<file path="src/rtl/irqc_pkg.sv">
package irqc_pkg;

  typedef enum logic [0:0] {
    VIEW_REQ = 1'b0,
    VIEW_SVC = 1'b1
  } status_view_e;

  localparam logic [7:0] CMD_VIEW_REQ = 8'h0A;
  localparam logic [7:0] CMD_VIEW_SVC = 8'h0B;

  localparam int INIT_START_BIT = 4;
  localparam int INIT_SOLO_BIT  = 1;
  localparam int INIT_FOURTH_BIT = 0;

  function automatic logic is_end_cmd(input logic [7:0] b);
    return b[7:3] == 5'b00100;
  endfunction

endpackage

</file>
<file path="src/rtl/irqc_prio.sv">
module irqc_prio #(
  parameter int N = 16,
  localparam int IDX_W = $clog2(N)
) (
  input  logic [N-1:0]     req,
  output logic             any,
  output logic [IDX_W-1:0] idx
);

  always_comb begin
    any = |req;
    idx = '0;
    for (int i = N - 1; i >= 0; i--) begin
      if (req[i]) idx = IDX_W'(i);
    end
  end

endmodule

</file>
<file path="src/rtl/irqc_bank.sv">
module irqc_bank
  import irqc_pkg::*;
#(
  parameter int W = 8,
  localparam int IDX_W = $clog2(W),
  localparam int BASE_W = 8 - IDX_W
) (
  input  logic              clk,
  input  logic              rst_n,
  input  logic [W-1:0]      irq_in,
  input  logic              cmd_we,
  input  logic              data_we,
  input  logic [7:0]        wdata,
  input  logic [W-1:0]      take_oh,
  input  logic [W-1:0]      svc_clr_oh,
  output logic [W-1:0]      eligible,
  output logic [BASE_W-1:0] base,
  output logic              end_cmd,
  output logic [W-1:0]      svc,
  output logic [7:0]        cmd_rdata,
  output logic [7:0]        data_rdata
);

  logic [W-1:0]      irq_prev_q, irq_prev_d;
  logic [W-1:0]      req_q, req_d;
  logic [W-1:0]      svc_q, svc_d;
  logic [W-1:0]      mask_q, mask_d;
  logic [BASE_W-1:0] base_q, base_d;
  status_view_e      view_q, view_d;
  logic [1:0]        init_left_q, init_left_d;
  logic              want_base_q, want_base_d;

  logic init_start;
  logic init_word;

  always_comb begin
    init_start = cmd_we && wdata[INIT_START_BIT];
    init_word  = data_we && (init_left_q != 2'd0);
    end_cmd    = cmd_we && is_end_cmd(wdata);

    irq_prev_d = irq_in;
    req_d      = (req_q & ~take_oh) | (irq_in & ~irq_prev_q);
    svc_d      = (svc_q | take_oh) & ~svc_clr_oh;

    view_d = view_q;
    if (cmd_we && wdata == CMD_VIEW_REQ) view_d = VIEW_REQ;
    if (cmd_we && wdata == CMD_VIEW_SVC) view_d = VIEW_SVC;

    mask_d = mask_q;
    if (data_we && init_left_q == 2'd0) mask_d = wdata[W-1:0];

    init_left_d = init_left_q;
    want_base_d = want_base_q;
    base_d      = base_q;
    if (init_start) begin
      init_left_d = 2'd1 + 2'(!wdata[INIT_SOLO_BIT]) + 2'(wdata[INIT_FOURTH_BIT]);
      want_base_d = 1'b1;
    end else if (init_word) begin
      init_left_d = init_left_q - 2'd1;
      want_base_d = 1'b0;
      if (want_base_q) base_d = wdata[7:IDX_W];
    end
  end

  always_ff @(posedge clk or negedge rst_n) begin
    if (!rst_n) begin
      irq_prev_q  <= '0;
      req_q       <= '0;
      svc_q       <= '0;
      mask_q      <= '1;
      base_q      <= '0;
      view_q      <= VIEW_REQ;
      init_left_q <= 2'd0;
      want_base_q <= 1'b0;
    end else begin
      irq_prev_q  <= irq_prev_d;
      req_q       <= req_d;
      svc_q       <= svc_d;
      mask_q      <= mask_d;
      base_q      <= base_d;
      view_q      <= view_d;
      init_left_q <= init_left_d;
      want_base_q <= want_base_d;
    end
  end

  assign eligible   = req_q & ~mask_q;
  assign base       = base_q;
  assign svc        = svc_q;
  assign cmd_rdata  = (view_q == VIEW_SVC) ? 8'(svc_q) : 8'(req_q);
  assign data_rdata = 8'(mask_q);

  assert_mask_frozen_init_R4: assert property (@(posedge clk) disable iff (!rst_n)
    (init_left_q != 2'd0) |=> $stable(mask_q));

  assert_svc_needs_take_R8: assert property (@(posedge clk) disable iff (!rst_n)
    (svc_q == '0 && take_oh == '0) |=> (svc_q == '0));

endmodule

</file>
<file path="src/rtl/dual_irq_ctrl.sv">
module dual_irq_ctrl
  import irqc_pkg::*;
#(
  parameter int UNIT_LINES = 8,
  localparam int UNITS  = 2,
  localparam int TOTAL  = UNITS * UNIT_LINES,
  localparam int IDX_W  = $clog2(TOTAL),
  localparam int UIDX   = $clog2(UNIT_LINES),
  localparam int BASE_W = 8 - UIDX,
  localparam int ACT_W  = IDX_W + 1
) (
  input  logic             clk,
  input  logic             rst_n,
  input  logic [TOTAL-1:0] irq_in,
  input  logic             int_enable,
  input  logic             bus_we,
  input  logic             bus_unit,
  input  logic             bus_port,
  input  logic [7:0]       bus_wdata,
  output logic [7:0]       bus_rdata,
  input  logic             int_ack,
  output logic             int_pending,
  output logic [7:0]       int_vector
);

  localparam logic [ACT_W-1:0] NONE = '1;

  logic rst_meta_q, rst_sync_q;
  always_ff @(posedge clk or negedge rst_n) begin
    if (!rst_n) begin
      rst_meta_q <= 1'b0;
      rst_sync_q <= 1'b0;
    end else begin
      rst_meta_q <= 1'b1;
      rst_sync_q <= rst_meta_q;
    end
  end

  logic [UNIT_LINES-1:0] elig_u [UNITS];
  logic [UNIT_LINES-1:0] svc_u  [UNITS];
  logic [BASE_W-1:0]     base_u [UNITS];
  logic [7:0]            crd_u  [UNITS];
  logic [7:0]            drd_u  [UNITS];
  logic [UNITS-1:0]      end_u;
  logic [UNITS-1:0]      end_hit;

  logic [TOTAL-1:0] elig_all, svc_all, take_all, clr_all;
  logic             win_any;
  logic [IDX_W-1:0] win_idx;
  logic             win_unit;
  logic [ACT_W-1:0] active_q, active_d;
  logic             idle, grant, end_any;
  logic             owner_unit;

  assign idle       = (active_q == NONE);
  assign owner_unit = active_q[IDX_W-1];

  for (genvar g = 0; g < UNITS; g++) begin : g_unit
    logic sel;
    assign sel = (bus_unit == 1'(g));

    irqc_bank #(.W(UNIT_LINES)) bank_i (
      .clk        (clk),
      .rst_n      (rst_sync_q),
      .irq_in     (irq_in[g*UNIT_LINES +: UNIT_LINES]),
      .cmd_we     (bus_we && sel && !bus_port),
      .data_we    (bus_we && sel && bus_port),
      .wdata      (bus_wdata),
      .take_oh    (take_all[g*UNIT_LINES +: UNIT_LINES]),
      .svc_clr_oh (clr_all[g*UNIT_LINES +: UNIT_LINES]),
      .eligible   (elig_u[g]),
      .base       (base_u[g]),
      .end_cmd    (end_u[g]),
      .svc        (svc_u[g]),
      .cmd_rdata  (crd_u[g]),
      .data_rdata (drd_u[g])
    );

    assign elig_all[g*UNIT_LINES +: UNIT_LINES] = elig_u[g];
    assign svc_all[g*UNIT_LINES +: UNIT_LINES]  = svc_u[g];
    assign end_hit[g] = end_u[g] && !idle && (owner_unit == 1'(g));
  end

  irqc_prio #(.N(TOTAL)) prio_i (
    .req (elig_all),
    .any (win_any),
    .idx (win_idx)
  );

  assign win_unit = win_idx[IDX_W-1];

  always_comb begin
    int_pending = int_enable && idle && win_any;
    grant       = int_pending && int_ack;
    end_any     = |end_hit;
    take_all    = grant ? (TOTAL'(1) << win_idx) : '0;
    clr_all     = end_any ? (TOTAL'(1) << active_q[IDX_W-1:0]) : '0;
    int_vector  = int_pending ? {base_u[win_unit], win_idx[UIDX-1:0]} : 8'h00;
    bus_rdata   = bus_port ? drd_u[bus_unit] : crd_u[bus_unit];

    active_d = active_q;
    if (grant)        active_d = {1'b0, win_idx};
    else if (end_any) active_d = NONE;
  end

  always_ff @(posedge clk or negedge rst_sync_q) begin
    if (!rst_sync_q) active_q <= NONE;
    else             active_q <= active_d;
  end

  assert_single_service_R8: assert property (@(posedge clk) disable iff (!rst_sync_q)
    $countones(svc_all) <= 1);

  assert_ack_quiets_R8: assert property (@(posedge clk) disable iff (!rst_sync_q)
    (int_pending && int_ack) |=> !int_pending);

  assert_active_in_service_R9: assert property (@(posedge clk) disable iff (!rst_sync_q)
    !idle |-> svc_all[active_q[IDX_W-1:0]]);

  assert_idle_no_service_R9: assert property (@(posedge clk) disable iff (!rst_sync_q)
    idle |-> (svc_all == '0));

endmodule

</file>
<file path="config.mk">
export PLATFORM = sky130hd
export DESIGN_NAME = dual_irq_ctrl
export DESIGN_NICKNAME = d
export VERILOG_FILES = /design/src/rtl/irqc_pkg.sv /design/src/rtl/irqc_prio.sv /design/src/rtl/irqc_bank.sv /design/src/rtl/dual_irq_ctrl.sv
export SDC_FILE = /design/constraint.sdc
export NUM_CORES = 1
export LEC_CHECK = 0
export ABC_AREA = 1
export CORE_MARGIN = 5
export CORE_UTILIZATION = 63
export CTS_BUF_LIST = sky130_fd_sc_hd__clkbuf_8
export CTS_CLUSTER_DIAMETER = 120
export DETAILED_ROUTE_END_ITERATION = 7
export GPL_TIMING_DRIVEN = 0
export PLACE_DENSITY = 0.93
export SLEW_MARGIN = 20
export SYNTH_ARGS = -nofsm -noshare
export SYNTH_HDL_FRONTEND = slang
export SYNTH_SLANG_ARGS = --single-unit
</file>
<file path="constraint.sdc">
create_clock -name clk -period 5.5 [get_ports clk]
set_input_delay 1.65 -clock clk [delete_from_list [all_inputs] [get_ports clk]]
set_output_delay 1.65 -clock clk [all_outputs]
set_load 0.1 [all_outputs]
</file>
; ---- Yosys cells after proc, flatten, opt, wreduce, memory -nomap -nowiden
; Cells that the tools add are included.
[classes]
order_cmp = 2
bitwise_logic = 26
shifts = 2
n_mux = 45
n_reduce_logical = 41
addsub = 4
n_div = 0
eq_ne = 4
mul = 0
[op_table]
columns = cell, n
row1 = $mux 8, 10
row2 = $and 8x8->8, 8
row3 = $mux 4, 16
row4 = $not 8->8, 8
row5 = $mux 16, 2
row6 = $or 8x8->8, 4
row7 = $shl 1x4->16 const A, 2
row8 = $logic_and 1x1->1, 25
row9 = $mux 5, 5
row10 = $eq 8x4->1 const B, 2
row11 = $reduce_or 16->1, 1
row12 = $reduce_bool 2->1, 7
row13 = $mux 1, 8
row14 = $mux 2, 4
row15 = $reduce_and 3->1, 2
row16 = $eq 5x3->1 const B, 1
row17 = $eq 5x5->1 const B, 1
row18 = $ge 2x2->1 const B, 2
row19 = $logic_not 2->1, 2
row20 = $not 1->1, 4
row21 = $not 1->2, 2
row22 = $sub 2x1->2 const B, 2
row23 = $logic_not 1->1, 3
row24 = $add 1x1->2 const A, 1
row25 = 2 further kinds, 2
[word_totals]
reg_bits = 89
latch_bits = 0
rom_bits = 0
ram_bits = 0
memories = 0
out_inout_bits = 17

; ---- Logic depth before layout (Yosys ltp)
[logic_depth]
ltp_word = 23
mapped_depth = 20
mapped_depth_nobuf = 20

; ---- Hierarchy
; From an unflattened synthesis, not the netlist that was laid out.
[unflattened]
cells_unflattened = 578
hier_area_um2 = 4594.4
[modules_own_cells]
columns = module, area_per_inst_um2, instances, cells_per_inst, seq_area_each_um2
row1 = irqc_bank, 1700.4, 2, 179, 1036.0
row2 = dual_irq_ctrl, 984.7, 1, 171, 181.4
row3 = irqc_prio, 209.0, 1, 49, 0.0

; ---- Worst setup path after synthesis
; OpenSTA, ideal clock, no wires.
[synth_timing]
kind = in2out
start = in int_enable
end = out int_vector[3]
path_slack_ns = -0.506
cell_stages = 4
arrival_time_ns = 4.356
required_time_ns = 3.850
path_cell_list = inv_1 -> nor3_4 -> o21ai_0 -> a21oi_1
[synth_via]
elab_chain_len = 3
[synth_rtl]
columns = item, line
row1 = "start, declared", dual_irq_ctrl.sv:15  ; input logic int_enable,
row2 = $logic_and 1x1->1 (2 in series), dual_irq_ctrl.sv:93  ; int_pending = int_enable && idle && win_any;
row3 = named net int_pending, dual_irq_ctrl.sv:22  ; output logic int_pending,
row4 = $mux 8, dual_irq_ctrl.sv:98  ; int_vector = int_pending ? {base_u[win_unit], win_idx[UIDX-1:0]} : 8'h00;
row5 = "end, declared", dual_irq_ctrl.sv:23  ; output logic [7:0] int_vector
; The timed path passes the listed nets, and every way through them passes these cells.

; ---- Final worst setup path
[layout_timing]
start = in int_enable
end = out int_vector[0]
[layout_via]
elab_chain_len = 3
[layout_rtl]
columns = item, line
row1 = $logic_and 1x1->1 (2 in series), dual_irq_ctrl.sv:93
row2 = $mux 8, dual_irq_ctrl.sv:98
; No other way between the ends.

==> flow_metrics.env <==
export IMPL_r2r_cells=11
export IMPL_max_slew_margin_pct=35.7
export IMPL_period_share_pct=99.3
export IMPL_worstPathRequired_ps=3850
export IMPL_dr_pass1_iters=6
export IMPL_stdcell_count=673
export IMPL_critPathTopFamily="buffers and inverters"
export IMPL_placed_area_mm2=0.00494
export IMPL_hold_class="flip-flop to async pin"
export IMPL_cts_buffer_depth=2
export IMPL_status="finished clean"
export IMPL_cp_cell_sequence="clkdlybuf4s50_1 > inv_1 > nor3_4 > inv_1 > nor2_1 > dlygate4sd2_1"
export IMPL_grtUsageTotal_pct=28.1
export IMPL_dp_hpwl_mm=8.37
export IMPL_final_area_mm2=0.00513
export IMPL_gp_congestion=1.01
export IMPL_crit_path_max_incr_delay_ps=860
export IMPL_ir_drop_v=0.000229
export IMPL_synth_seq_area_share_pct=52.4
export IMPL_end_kind="primary output"
export IMPL_grt_overflow=0
export IMPL_finalClockSkew_ps=8.80
export IMPL_cp_depth=6
export IMPL_start_kind="input pin"
export IMPL_drive_gt1_share_pct=13.2
export IMPL_synth_seq_cells=89
export IMPL_io_pins=48
export IMPL_die_area_mm2=0.00858
export IMPL_syn_inst=529
export IMPL_initial_utilization_pct=64.0
export IMPL_io_buffers=47
export IMPL_vias_per_cell=5.95
export IMPL_netlist_area_mm2=0.00430
export IMPL_rsz0062_at_grt="no"
export IMPL_die_w_um=92.6
export IMPL_cts_sinks=89
export IMPL_worstPathArrival_ps=3810
export IMPL_grt_pass1_vias=3998
export IMPL_antenna_cells=0
export IMPL_n_fill_cell=466
export IMPL_yosys_warnings=0
export IMPL_synth_distinct_cells=34
export IMPL_vias=4004
export IMPL_drt_wl_total_mm=11.6
export IMPL_ctsHoldBuffers=0
export IMPL_cts_root_buf="clkbuf_8"
export IMPL_syn_nets=564
export IMPL_grt_pass1_wl_mm=18.7
export IMPL_path_class="input pin to primary output"
export IMPL_wire_per_inst_um=17.2
export IMPL_area_growth_pct=19.3
export IMPL_finalHoldViolCount=0
export IMPL_drc=0
export IMPL_cap_violations=0
export IMPL_max_freq_mhz=183
export IMPL_core_area_mm2=0.00672
export IMPL_setup_violations_final=0
export IMPL_slowest_stage="dlygate4sd2_1"
export IMPL_drv_slew=0
export IMPL_first_iter_violations=449
export IMPL_crit_path_max_fanout=8
export IMPL_die_height_um=92.6
export IMPL_synth_avg_cell_area_um2=8.13
export IMPL_grt_max_degree=53
export IMPL_clk_pin_slew_ps=80
export IMPL_row_count=30
export IMPL_post_place_cells=657
export IMPL_clk_insertion_delay_late_ps=360
export IMPL_antenna_found_initial=0
export IMPL_leakage_nw=2.49
export IMPL_ant_nets=0
export IMPL_cts_tree="done"
export IMPL_final_nets=623
export IMPL_crit_buf_inv=4
export IMPL_numCtsBuffers=9
export IMPL_tightest_slew_ps=968
export IMPL_cpMostUsedCell="inv_1"
export IMPL_fin_crit_ps=5460
export IMPL_power_density_mw_per_mm2=412
export IMPL_htreeDepth=3
## per-stage QoR
stage / hold WS, ps / util (%) / setup slack, ps / total power, mW / TNS, ps
CTS: 313 / 76.7 / -130 / 2.10 / -130
finish: 299 / 76.4 / 39.1 / 2.11 / 0
global route: 354 / 76.4 / 10.3 / 2.22 / 0
global placement: 342 / 73.1 / -365 / 1.58 / -4250
detailed placement: 305 / 73.6 / -441 / 1.62 / -5030
floorplan: 331 / - / -268 / 1.42 / -794
## layout make-up
class | count | area, um^2 | share of cell area [%]
multi-input cells | 336 | 1690 | 33.0
well taps | 80 | 100 | 1.95
plain buffers | 12 | 47.5 | 0.927
clock inverters | 7 | 87.6 | 1.71
inverters | 92 | 348 | 6.78
repair buffers | 48 | 474 | 9.24
clock buffers | 9 | 124 | 2.41
flip-flops and latches | 89 | 2260 | 44.0
## logic make-up after synthesis
kind of cell             share of synthesized area, %
AND/OR/NAND/NOR                                  20.3
AO/OA/AOI/OAI                                    16.9
buffers and inverters                            9.19
flip-flops                                       52.4
adder cells (fa/ha/maj)                          1.16
other                                          0.0872
## worst paths after layout
| kind | startpoint | to | slack, ps |
|---|---|---|---|
| min | rst_sync_q | g_unit[1].bank_i.init_left_q[0] | 300 |
| min in group clk | rst_meta_q | rst_sync_q | 360 |
| min reg2reg | rst_sync_q | g_unit[1].bank_i.init_left_q[0] | 300 |
| max | int_enable | int_vector[0] | 40 |
| max in group asynchronous | rst_n | rst_sync_q | 3930 |
| max reg2reg | active_q[3] | g_unit[0].bank_i.svc[0] | 3060 |
## placed cells by master (no fill, tap or decap), types with 2 or more instances in the layout
cell             count
nor2_1              64
o21ai_1              6
o32ai_1              2
ha_1                 4
o211ai_1             6
dlygate4sd2_1        2
clkinv_2             3
clkdlybuf4s15_1      2
nand2_4              4
a31oi_1              4
a21oi_2              6
nor3_1               5
nand2_1             96
clkbuf_1            10
dfrtp_1             67
a22oi_1              2
clkdlybuf4s50_1     30
o22ai_1              5
nand3_1              8
o21ai_0             61
clkdlybuf4s15_2      7
clkbuf_8             9
nor4_1               4
a21oi_1             33
inv_2                2
inv_1               90
clkbuf_2             6
dfstp_2             21
buf_2                2
nand4_1             11
bufinv_16            2
or2_4                2
o31ai_2              4
clkinvlp_4           2
## Yosys cell counts, drive strengths merged
cell type | n | area, um^2
o31ai | 5 | 37.5
o32ai | 2 | 17.5
nor3 | 6 | 41.3
a31oi | 4 | 25.0
nor2 | 66 | 258
nor4 | 4 | 25.0
nand3 | 9 | 50.1
nand4 | 11 | 68.8
or2 | 2 | 17.5
a21oi | 39 | 199
a22oi | 2 | 15.0
nand2 | 101 | 412
inv | 90 | 338
o21ai | 67 | 335
dfrtp | 68 | 1700
buf | 2 | 10.0
o2111ai | 1 | 8.76
dfstp | 21 | 552
o211ai | 7 | 57.6
ha | 4 | 50.1
conb | 1 | 3.75
o22ai | 5 | 31.3
clkinv | 2 | 10.0
clkbuf | 10 | 37.5
## power breakdown
group          switching [mW]  internal (mW)
sequential              0.101          0.851
combinational           0.477          0.201
clock                   0.231          0.252
## metal layers
layer / wire length [um] / share of wire (%) / up-vias / track usage [%]
met5: 0 / 0 / - / 0
met4: 448 / 3.9 / 0 / 14.9
met3: 983 / 8.5 / 44 / 4.47
met1: 4680 / 40 / 1880 / 37.3
li1: - / - / 1833 / -
met2: 5450 / 47 / 247 / 44.7
## flip-flops by register name (all words and copies together), names as in the netlist
register	cells
rst_sync_q	1
g_unit.bank_i.view_q	2
g_unit.bank_i.svc	16
g_unit.bank_i.init_left_q	4
rst_meta_q	1
g_unit.bank_i.data_rdata	16
g_unit.bank_i.want_base_q	2
g_unit.bank_i.irq_prev_q	16
g_unit.bank_i.req_q	16
g_unit.bank_i.base	10
active_q	5
## repair_timing
| item | 4_1_cts | 5_1_grt |
|---|---|---|
| gates resized for setup | 35 | 13 |
| endpoints found under the setup margin | 17 | 8 |
| setup buffers | 0 | 0 |
(Power assumes the default switching activity.)
